===== src/rtl/wdt_keyseq_pkg.sv =====
package wdt_keyseq_pkg;
  localparam int unsigned N_SLOTS   = 4;
  localparam int unsigned SLOT_CTRL = 0;
  localparam int unsigned SLOT_LOAD = 1;
  localparam int unsigned SLOT_TRIG = 2;
  localparam int unsigned SLOT_KEY  = 3;

  localparam logic [2:0] ADR_CTRL  = 3'd0;
  localparam logic [2:0] ADR_LOAD  = 3'd1;
  localparam logic [2:0] ADR_TRIG  = 3'd2;
  localparam logic [2:0] ADR_KEY   = 3'd3;
  localparam logic [2:0] ADR_PEND  = 3'd4;
  localparam logic [2:0] ADR_COUNT = 3'd5;

  localparam logic [15:0] KEY_RUN_A  = 16'hBBBB;
  localparam logic [15:0] KEY_RUN_B  = 16'h4444;
  localparam logic [15:0] KEY_HALT_A = 16'hAAAA;
  localparam logic [15:0] KEY_HALT_B = 16'h5555;

  typedef enum logic [1:0] {
    KS_IDLE     = 2'd0,
    KS_ARM_RUN  = 2'd1,
    KS_ARM_HALT = 2'd2
  } key_state_e;
endpackage


===== src/rtl/wdt_post_regs.sv =====
module wdt_post_regs
  import wdt_keyseq_pkg::*;
#(
  parameter int unsigned DATA_W = 32,
  parameter logic [DATA_W-1:0] RESET_LOAD = '0,
  parameter logic [DATA_W-1:0] TRIG_SEED  = '0
) (
  input  logic                clk,
  input  logic                rst_n,
  input  logic                tick,
  input  logic                wr_en,
  input  logic [N_SLOTS-1:0]  wr_sel,
  input  logic [DATA_W-1:0]   wdata,
  output logic [N_SLOTS-1:0]  pend,
  output logic [DATA_W-1:0]   ctrl_q,
  output logic [DATA_W-1:0]   load_q,
  output logic [DATA_W-1:0]   trig_last,
  output logic                reload,
  output logic                key_apply,
  output logic [DATA_W-1:0]   key_word
);
  logic [N_SLOTS-1:0][DATA_W-1:0] hold;
  logic [N_SLOTS-1:0]             apply;

  for (genvar g = 0; g < N_SLOTS; g++) begin : g_slot
    assign apply[g] = tick & pend[g];
    always_ff @(posedge clk or negedge rst_n) begin
      if (!rst_n) begin
        pend[g] <= 1'b0;
        hold[g] <= '0;
      end else if (wr_en && wr_sel[g] && !pend[g]) begin
        pend[g] <= 1'b1;
        hold[g] <= wdata;
      end else if (tick) begin
        pend[g] <= 1'b0;
      end
    end
  end

  always_ff @(posedge clk or negedge rst_n) begin
    if (!rst_n) begin
      ctrl_q    <= '0;
      load_q    <= RESET_LOAD;
      trig_last <= TRIG_SEED;
    end else begin
      if (apply[SLOT_CTRL]) ctrl_q    <= hold[SLOT_CTRL];
      if (apply[SLOT_LOAD]) load_q    <= hold[SLOT_LOAD];
      if (apply[SLOT_TRIG]) trig_last <= hold[SLOT_TRIG];
    end
  end

  assign reload    = apply[SLOT_TRIG] && (hold[SLOT_TRIG] != trig_last);
  assign key_apply = apply[SLOT_KEY];
  assign key_word  = hold[SLOT_KEY];
endmodule


===== src/rtl/wdt_key_fsm.sv =====
module wdt_key_fsm
  import wdt_keyseq_pkg::*;
#(
  parameter int unsigned DATA_W = 32
) (
  input  logic              clk,
  input  logic              rst_n,
  input  logic              key_apply,
  input  logic [DATA_W-1:0] key_word,
  output logic              running
);
  key_state_e state;

  always_ff @(posedge clk or negedge rst_n) begin
    if (!rst_n) begin
      state   <= KS_IDLE;
      running <= 1'b0;
    end else if (key_apply) begin
      unique case (state)
        KS_IDLE: begin
          if (key_word == DATA_W'(KEY_RUN_A))       state <= KS_ARM_RUN;
          else if (key_word == DATA_W'(KEY_HALT_A)) state <= KS_ARM_HALT;
          else                                      state <= KS_IDLE;
        end
        KS_ARM_RUN: begin
          if (key_word == DATA_W'(KEY_RUN_B)) running <= 1'b1;
          state <= KS_IDLE;
        end
        KS_ARM_HALT: begin
          if (key_word == DATA_W'(KEY_HALT_B)) running <= 1'b0;
          state <= KS_IDLE;
        end
        default: state <= KS_IDLE;
      endcase
    end
  end
endmodule


===== src/rtl/wdt_step_count.sv =====
module wdt_step_count #(
  parameter int unsigned CNT_W   = 32,
  parameter int unsigned RATIO_W = 3,
  parameter logic [CNT_W-1:0] RESET_LOAD = '0
) (
  input  logic               clk,
  input  logic               rst_n,
  input  logic               tick,
  input  logic               running,
  input  logic               ps_en,
  input  logic [RATIO_W-1:0] ratio,
  input  logic               reload,
  input  logic [CNT_W-1:0]   load_val,
  output logic [CNT_W-1:0]   count,
  output logic               rst_req
);
  localparam int unsigned PS_W = (1 << RATIO_W) - 1;

  logic [PS_W-1:0] ps_cnt;
  logic [PS_W-1:0] ps_mask;
  logic            step;

  assign ps_mask = ~({PS_W{1'b1}} << ratio);
  assign step    = !ps_en || (ps_cnt == ps_mask);

  always_ff @(posedge clk or negedge rst_n) begin
    if (!rst_n) begin
      count   <= RESET_LOAD;
      ps_cnt  <= '0;
      rst_req <= 1'b0;
    end else begin
      rst_req <= 1'b0;
      if (reload) begin
        count  <= load_val;
        ps_cnt <= '0;
      end else if (tick && running) begin
        if (step) begin
          ps_cnt <= '0;
          if (count == {CNT_W{1'b1}}) begin
            count   <= load_val;
            rst_req <= 1'b1;
          end else begin
            count <= count + 1'b1;
          end
        end else begin
          ps_cnt <= ps_cnt + 1'b1;
        end
      end
    end
  end
endmodule


===== src/rtl/wdt_keyseq.sv =====
module wdt_keyseq
  import wdt_keyseq_pkg::*;
#(
  parameter int unsigned CNT_W     = 32,
  parameter int unsigned RATIO_W   = 3,
  parameter int unsigned TICK_HZ   = 32768,
  parameter int unsigned TIMEOUT_S = 60
) (
  input  logic             clk,
  input  logic             rst_n,
  input  logic             tick,
  input  logic             wr_en,
  input  logic [2:0]       addr,
  input  logic [CNT_W-1:0] wdata,
  output logic [CNT_W-1:0] rdata,
  output logic             rst_req
);
  localparam logic [CNT_W-1:0] TIMEOUT_TICKS = CNT_W'(TICK_HZ * TIMEOUT_S);
  localparam logic [CNT_W-1:0] RESET_LOAD    = {CNT_W{1'b0}} - TIMEOUT_TICKS;
  localparam logic [CNT_W-1:0] TRIG_SEED     = CNT_W'(32'h1234);

  logic [N_SLOTS-1:0] wr_sel;
  logic [N_SLOTS-1:0] pend_w;
  logic [CNT_W-1:0]   ctrl_q, load_q, trig_last, key_word, cnt_w;
  logic               reload, key_apply, run_w;

  always_comb begin
    wr_sel = '0;
    if (addr < 3'(N_SLOTS)) wr_sel[addr[1:0]] = 1'b1;
  end

  wdt_post_regs #(
    .DATA_W(CNT_W), .RESET_LOAD(RESET_LOAD), .TRIG_SEED(TRIG_SEED)
  ) u_regs (
    .clk(clk), .rst_n(rst_n), .tick(tick), .wr_en(wr_en), .wr_sel(wr_sel),
    .wdata(wdata), .pend(pend_w), .ctrl_q(ctrl_q), .load_q(load_q),
    .trig_last(trig_last), .reload(reload), .key_apply(key_apply),
    .key_word(key_word)
  );

  wdt_key_fsm #(.DATA_W(CNT_W)) u_keys (
    .clk(clk), .rst_n(rst_n), .key_apply(key_apply), .key_word(key_word),
    .running(run_w)
  );

  wdt_step_count #(
    .CNT_W(CNT_W), .RATIO_W(RATIO_W), .RESET_LOAD(RESET_LOAD)
  ) u_count (
    .clk(clk), .rst_n(rst_n), .tick(tick), .running(run_w),
    .ps_en(ctrl_q[RATIO_W]), .ratio(ctrl_q[RATIO_W-1:0]),
    .reload(reload), .load_val(load_q), .count(cnt_w), .rst_req(rst_req)
  );

  always_comb begin
    unique case (addr)
      ADR_CTRL:  rdata = ctrl_q;
      ADR_LOAD:  rdata = load_q;
      ADR_TRIG:  rdata = trig_last;
      ADR_KEY:   rdata = CNT_W'(run_w);
      ADR_PEND:  rdata = CNT_W'(pend_w);
      ADR_COUNT: rdata = cnt_w;
      default:   rdata = '0;
    endcase
  end
endmodule


===== config.mk =====
export PLATFORM = sky130hd
export DESIGN_NAME = wdt_keyseq
export DESIGN_NICKNAME = d
export VERILOG_FILES = /design/src/rtl/wdt_keyseq_pkg.sv /design/src/rtl/wdt_post_regs.sv /design/src/rtl/wdt_key_fsm.sv /design/src/rtl/wdt_step_count.sv /design/src/rtl/wdt_keyseq.sv
export SDC_FILE = /design/constraint.sdc
export NUM_CORES = 1
export LEC_CHECK = 0
export ABC_AREA = 1
export BUFFER_PORTS_ARGS = -buffer_cell sky130_fd_sc_hd__clkbuf_2
export CAP_MARGIN = 40
export CORE_MARGIN = 3
export CORE_UTILIZATION = 56
export CTS_CLUSTER_SIZE = 16
export DETAILED_ROUTE_END_ITERATION = 10
export PLACE_DENSITY_LB_ADDON = 0.25
export SKIP_CTS_REPAIR_TIMING = 1
export SYNTH_ARGS = -nofsm -noshare
export SYNTH_HDL_FRONTEND = slang
export SYNTH_SLANG_ARGS = --single-unit
export TNS_END_PERCENT = 5

===== constraint.sdc =====
create_clock -name clk -period 1.8 [get_ports clk]
set_input_delay 0.09 -clock clk [delete_from_list [all_inputs] [get_ports clk]]
set_output_delay 0.09 -clock clk [all_outputs]
set_load 0.02 [all_outputs]

==> results of run 1 <==
sequential cells by signal, summed over array words and instances, names as in the netlist:
signal and count:
u_regs.hold 96, u_regs.trig_last 32, u_keys.state 2, u_count.count 32, u_count.ps_cnt 7, u_regs.key_word 32, u_regs.ctrl_q 32, u_regs.load_q 32
u_keys.running 1, u_count.rst_req 1, u_regs.pend 4
layer usage:
metal  track usage, %  vias to the layer above  share of wire [%]  wire [um]
li1                 -                     5855                  -          -
met1             43.6                     6133                 42      17200
met2             46.9                      603                 47      19100
met3             5.08                       91                8.6       3530
met4             8.64                        0                2.7       1100
met5                0                        -                  0          0
synth_stat cells, drive strengths merged:
library cell,number,area (um2)
xor2,19,166
o221ai,3,26.3
clkinv,1,3.75
nand3,121,611
ha,5,62.6
xnor2,27,236
nand3b,1,7.51
buf,27,160
o2111ai,23,201
nor2,111,443
mux2,50,563
o22ai,5,31.3
clkbuf,54,204
o21bai,1,7.51
nor4,4,25.0
dfrtp,242,6060
o21ai,163,816
a221o,1,10.0
a21oi,20,100
nand4,10,62.6
inv,131,492
and3,1,6.26
dfstp,29,762
a2111oi,1,8.76
a221oi,1,8.76
o211ai,5,37.5
nand2,628,2370
nor3,8,55.1
where the power goes:
| group | switching [mW] | total [mW] | internal (mW) |
|---|---|---|---|
| Combinational | 3.01 | 5.56 | 2.54 |
| Sequential | 1.37 | 9.19 | 7.82 |
| Clock | 2.49 | 6.01 | 3.51 |
area by class of cell:
cell class	instances	area (um2)
clock buffers	46	850
clock inverters	6	97.6
fillers	1828	6750
inverters	132	500
multi-input cells	1208	6120
flip-flops and latches	271	6820
well taps	319	399
repair buffers	244	2070
logic make-up after synthesis:
| group | synth area share [%] |
|---|---|
| AND/OR/NAND/NOR | 26.5 |
| AO/OA/AOI/OAI | 9.21 |
| adder cells (fa/ha/maj) | 0.462 |
| flip-flops | 50.4 |
| buffers and inverters | 6.35 |
| multiplexers | 4.16 |
| XOR/XNOR | 2.98 |
metrics by stage:
stage	area (um2)	setup WS (ns)
after detailed placement	15100	-0.188
after global routing	16900	-0.266
after CTS	16100	-0.564
final	16900	-0.145
after global placement	15100	-0.00939
after floorplan	13500	0.0129
worst max path at each step:
stage,startpoint,end,slack [ns]
2_1_floorplan,u_count.count[0],u_count.count[15],0.01
3_3_place_gp,u_regs.hold[81],u_count.ps_cnt[1],-0.009
3_5_place_dp,u_regs.hold[89],u_count.ps_cnt[4],-0.19
4_1_cts,u_count.count[0],rdata[0],-0.56
5_1_grt,u_regs.trig_last[25],u_count.count[15],-0.27
6_report,u_count.count[0],rdata[0],-0.15
==> out/summary.md, run 1 <==
Walking the worst path, the cells encountered are buf_6, inv_6, nor2_4, a2111oi_4, buf_4, o21ai_4, buf_6. The final reports fail on negative setup slack. The final antenna-violating net count was 0; the count of port buffers added during placement was 71. Number of vias per cell after detailed routing: 5.70. Global routing used 30.0% of the available tracks across all layers. The flow ran to the end, but the final reports show violations. Counting every net in the synthesized netlist gives 1736.

The setup check on the worst reg-to-reg path leaves a slack of -0.11 ns. The congestion estimate from routability-driven global placement came to 1.00. The number of CTS-inserted buffers came out at 29. Entering global routing, the biggest net connects 68 pins.

Number of antenna violations at the first check in global routing: 0. The capture instance of the worst register-to-register path was u_count.count[1]. For the total count of max-transition violations in the final report, the log shows 0. The element type at the critical path end is a primary output. During I/O placement, the number of pins put on the boundary was 72.

For this design the static power due to leakage is 8.30 nW. Total DRC errors in the routed layout: 0. Synthesis handed over a netlist of 1692 instances.

The worst setup path category was reg2out. Together, buffers and inverters on the worst path number 4. The slowest stage of the critical path belongs to the cell sky130_fd_sc_hd__dfrtp_1. Clock latency on the worst-skew pair, taken at its later pin, is 0.57 ns. For the finished layout, the period the worst path requires is 1.95 ns.

Clock-pin slew on the worst setup and hold paths: 0.07 ns. Power comes to 20.8 mW. The count of synthesis-stage warnings from yosys was 0. The final number of hold-violating endpoints is 0.

The final clock period utilization by the worst path was 108%; the final hold slack was 0.0249 ns. The run gives 26100 um2 as the die area. The tools report the worst-case setup margin in the final layout as -0.145 ns.

Clock tree synthesis selected as its root buffer the cell sky130_fd_sc_hd__clkbuf_16. Setup violations remaining at the end of the flow were counted as 46. For this block, the routed nets add up to 40.9 mm of wire.

The kind of launch point of the worst setup path was a register. The largest fanout on the critical path works out to 4. In this design, the critical path's most frequently occurring cell is sky130_fd_sc_hd__buf_6.

The number of placement rows was 56. The number of synthesized register bits is 271, and the total number of vias is 12682. For the cell area after synthesis, the log shows 13500 um2.

Kind of path behind the tightest hold check: in2async. The first global-routing pass estimated 62.6 mm of wire. The total stage count of the critical path is 7, and the sequential area share after synthesis is 50.4%. The most common cell after layout, fill and taps aside is sky130_fd_sc_hd__nand2_1. The total power divided by cell area is 1230 nW/um2. For the number of nets at the end of the flow, the log shows 1930. The per-cell routed wire length is 18.4 um.

The longest clock path from root to sink contains 3 buffers. The max-slew headroom at the worst pin was 62.7%. STA puts the critical path data required time at 1.71 ns. The arrival time reported for the critical path endpoint was 1.86 ns; the utilization of the core after routing was 71.4%. In the final layout, the share of cells above drive strength 1 is 20.8%. From left edge to right edge, the die measures 161 um. Based on the critical path, the design can be clocked at up to 0.514 GHz. The initial utilization of the core area, before any placement, comes to 57.3%.

The number of sinks driven by the clock tree was 271. VDD sags by at most 943 uV. Setup repair after global routing could not meet its margin everywhere.

The gate family responsible for the most delay along the worst path is buffers and inverters. The total inserted antenna cells was 0; the final setup TNS was -3.57 ns. The die is 161 um tall. Synthesized area divided by synthesized cell count: 8.00 um2. The logs give 27.5 mm for the placed wire-length estimate and 0.0146 ns for the final clock skew.

In the layout the commonest cells are sky130_fd_sc_hd__nand2_1 (611), sky130_fd_sc_hd__dfrtp_1 (239), sky130_fd_sc_hd__o21ai_0 (138). The via count of the first global-routing pass was 11704; the placeable core region was 23600 um2. Measured in cells, the most critical reg-to-reg path has a length of 11.

From synthesis to final layout, the design area changed by 24.6%. The startpoint of the worst-slack reg-to-reg timing path is u_regs.trig_last[25]. Including well taps, the total number of placed cells is 2134.

On the worst path, the slowest cell contributes a delay of 0.39 ns. TritonCTS built the clock tree. Number of distinct library cells after synthesis: 40.

The count of cells in the finished layout, fillers not included, comes to 2226. For this run, the detailed router's first-pass iteration total came to 5. Count of H-tree levels built during CTS: 1. At the pin with the least slew margin, the transition time is 0.560 ns.

The first routing iteration left 1289 violations. For the total grt overflow, the log shows 0. The tool flagged a number of max-cap violations equal to 0.
Power figures use the tool's default switching activity.
==> run 2: changes to the inputs <==
--- a/config.mk
+++ b/config.mk
@@ -9,10 +9,12 @@
 export BUFFER_PORTS_ARGS = -buffer_cell sky130_fd_sc_hd__clkbuf_2
 export CAP_MARGIN = 40
 export CORE_MARGIN = 3
-export CORE_UTILIZATION = 56
+export CORE_UTILIZATION = 58
+export CTS_BUF_LIST = sky130_fd_sc_hd__clkbuf_8
 export CTS_CLUSTER_SIZE = 16
 export DETAILED_ROUTE_END_ITERATION = 10
 export PLACE_DENSITY_LB_ADDON = 0.25
+export SETUP_SLACK_MARGIN = 0.4
 export SKIP_CTS_REPAIR_TIMING = 1
 export SYNTH_ARGS = -nofsm -noshare
 export SYNTH_HDL_FRONTEND = slang
==> run 2 against run 1 <==
Against the previous run: the run still ends with negative setup slack left; clock-buffer cell count increased by 15; non-clock buffer count decreased by 5; worst setup slack got worse by 0.0028 ns; die area decreased by 3.3%; clock power about the same; worst hold slack improved by 0.037 ns; sequential power increased by 1%; fmax decreased by 0.14%; critical endpoint is now rdata[16]; first-iteration DRC count increased by 24%; final cell count increased by 0.94%; power increased by 0.78%.
==> out/summary.md, run 2 (synthesized netlist as in run 1, its figures left out) <==
The final number of hold-violating endpoints was 0; the clock-pin slew on the worst setup and hold paths was 0.06 ns. For met3 alone, demand over resource in global routing was 5.64%. No sink is reached through more buffers than the 3 on the longest clock path. For met1 alone, demand over resource in global routing was 44.3%. The maximum vdd ir drop came out at 769 uV. In this run, CTS created clock tree buffers numbering 46.

The most common cell after layout, fill and taps aside is sky130_fd_sc_hd__nand2_1. The signal on the critical path passes through inv_1, buf_4, nor2_1, a21oi_1, o211ai_1, buf_4. The layer flagged by global routing as most heavily used is met2.

The total number of vias was 12729; the max-slew headroom at the worst pin was 63.9%. The floorplan step defined a die boundary enclosing 25200 um2. In this run the power spent charging and discharging nets is 7.12 mW. For this run the aggregate overflow at the end of global routing stands at 0. The endpoint required time on the critical path was 1.71 ns; the count of port buffers added during placement was 71. The placeable core region is 22800 um2, and the delay of the slowest cell on the worst path is 0.41 ns. The count of H-tree levels built during CTS came out at 2. The routed design could run at a clock period as short as 1.95 ns. The slowest stage of the critical path belongs to the cell sky130_fd_sc_hd__dfrtp_1. Entering global routing, the biggest net connects 66 pins.

The run gives 2116 as the cell count after placement. The starting density of the core was 59.4%; the flip-flop count of the largest register, all copies and words added was 96. The die is 159 um wide.

After the first detailed-routing iteration, the DRC count stood at 1593. For the total count of max-transition violations in the final report, the log shows 0. The run gives 0 as the number of antenna violations at the first check in global routing. The first detailed-routing pass took 8 iterations. The clock drives 271 sinks. For the worst-skew pair, the clock arrives at the later sink with an insertion delay of 0.59 ns. 72 I/O pins were placed.

The checks that failed: negative setup slack. Ranked by flip-flop count, first place goes to u_regs.hold. The reported leakage power came out at 8.47 nW.

The completed layout was analyzed and its total power is 20.9 mW. Setup repair after global routing could not meet its margin everywhere. The tools report the arrival time reported for the critical path endpoint as 1.86 ns. The repair_antennas step left the layout with diodes totalling 0. For met2 alone, demand over resource in global routing was 48.2%. The share of total power dissipated in sequential elements is 44.5%. Clock skew on the completed layout was measured at 0.0312 ns. The combinational fraction of design power was 26.9%; the final antenna-violating net count was 0.

The total DRC errors in the routed layout was 0; the number of placement rows was 55. The kind of launch point of the worst setup path is a register. The net switching fraction of the power was 34.0%; the placed wire-length estimate was 27.2 mm. Setup violations remaining at the end of the flow were counted as 46.

Cells with a size suffix above 1 make up 23.6% of the layout. The actual slew at the worst max-slew pin works out to 0.541 ns. Of all nets on the critical path, the largest fanout is 4.

Of the available clock period, the critical path in the final layout requires 108%. Counting the fill cells in the layout gives 1608. The min-delay analysis places its worst path in the category in2async.

Routability-driven placement finished with a final weighted congestion of 0.944. The tool flagged a number of max-cap violations equal to 0. Internal power comes to 13.8 mW. Of the total power, the clock network draws 28.6%. The tools report the worst-case setup margin in the final layout as -0.148 ns.

In the layout the commonest cells are sky130_fd_sc_hd__nand2_1 (609), sky130_fd_sc_hd__dfrtp_1 (234), sky130_fd_sc_hd__o21ai_0 (136). The first global-routing pass estimated 62.9 mm of wire. The tools report the root cell of the clock tree as sky130_fd_sc_hd__clkbuf_8. The per-cell routed wire length came out at 18.3 um.

The run gives 11873 as the via count of the first global-routing pass. Worst setup path category: reg2out. TritonCTS built the clock tree. The number of vias per cell after detailed routing came out at 5.66. The worst setup path is captured at a primary output.

The floorplan step set the die height to 159 um. Area growth from synthesis to final layout: 26.7%. The aggregate routed wire length is 41.1 mm, and the number of nets at the end of the flow is 1942. The final standard cell count with taps included and fillers excluded is 2247, and the total power divided by cell area is 1220 nW/um2. At the end of the flow the core is filled with cells to 75.3%. Global routing used 30.9% of the available tracks.

The peak clock frequency supported by timing was 0.513 GHz. The run finished, with violations left. The most numerous cell type found on the critical path is sky130_fd_sc_hd__buf_4.
==> run 2: through the flow <==
step	setup WS [ns]	hold slack, ns	TNS (ns)	area, um2
after CTS	-0.417	-0.527	-6.91	16000
after detailed placement	-0.147	0.0713	-3.89	15000
after global routing	-0.204	0.0891	-4.84	17200
final	-0.148	0.0615	-1.87	17200
after global placement	-0.0841	0.0726	-2.30	15000
after floorplan	0.0268	-0.206	0	13500
==> run 2: path summary, 6_finish.rpt <==
| kind | slack (ns) | to | cells after the start | startpoint |
|---|---|---|---|---|
| hold reg to reg | 0.48 | u_regs.hold[32] | 2 | u_regs.hold[32] |
| hold / removal | 0.06 | u_regs.load_q[8] | 2 | rst_n |
| max in group asynchronous | 0.98 | u_regs.load_q[21] | 3 | rst_n |
| min in group clk | 0.11 | u_keys.state[0] | 4 | tick |
| setup / recovery | -0.15 | rdata[16] | 6 | u_count.count[16] |
| setup reg to reg | -0.07 | u_count.count[13] | 11 | u_regs.trig_last[9] |
==> run 2: power by group through the flow <==
stage                     Clock, mW  Sequential (mW)  Combinational, mW
after floorplan                   0             8.82               3.11
after global placement            0             9.17               4.75
after detailed placement          0             9.26               4.92
after CTS                      6.01             9.17               4.96
after global routing           6.35             9.47               6.23
final                          5.98             9.31               5.63
==> run 2: area by class of cell <==
cell class | instances | area (um2) | area share (%)
timing repair buffer | 239 | 2150 | 12.6
multi-input combinational | 1208 | 6250 | 36.4
inverter | 132 | 519 | 3.03
clock buffer | 61 | 840 | 4.89
sequential | 271 | 6830 | 39.8
clock inverter | 23 | 176 | 1.03
tap | 313 | 392 | 2.28
==> run 2: critical path, delay by kind of cell (launching register included) <==
family / cells / cell delay [ns]
buffers and inverters: 3 / 0.46
AO/OA/AOI/OAI: 2 / 0.35
flip-flops: 1 / 0.41
AND/OR/NAND/NOR: 1 / 0.04
==> run 2: layer usage <==
metal | up-vias | routed length (um) | part of all wire [%]
met5 | - | 0 | 0
met4 | 0 | 1300 | 3.2
met3 | 105 | 3710 | 9.0
met2 | 641 | 18800 | 46
met1 | 6097 | 17300 | 42
li1 | 5886 | - | -
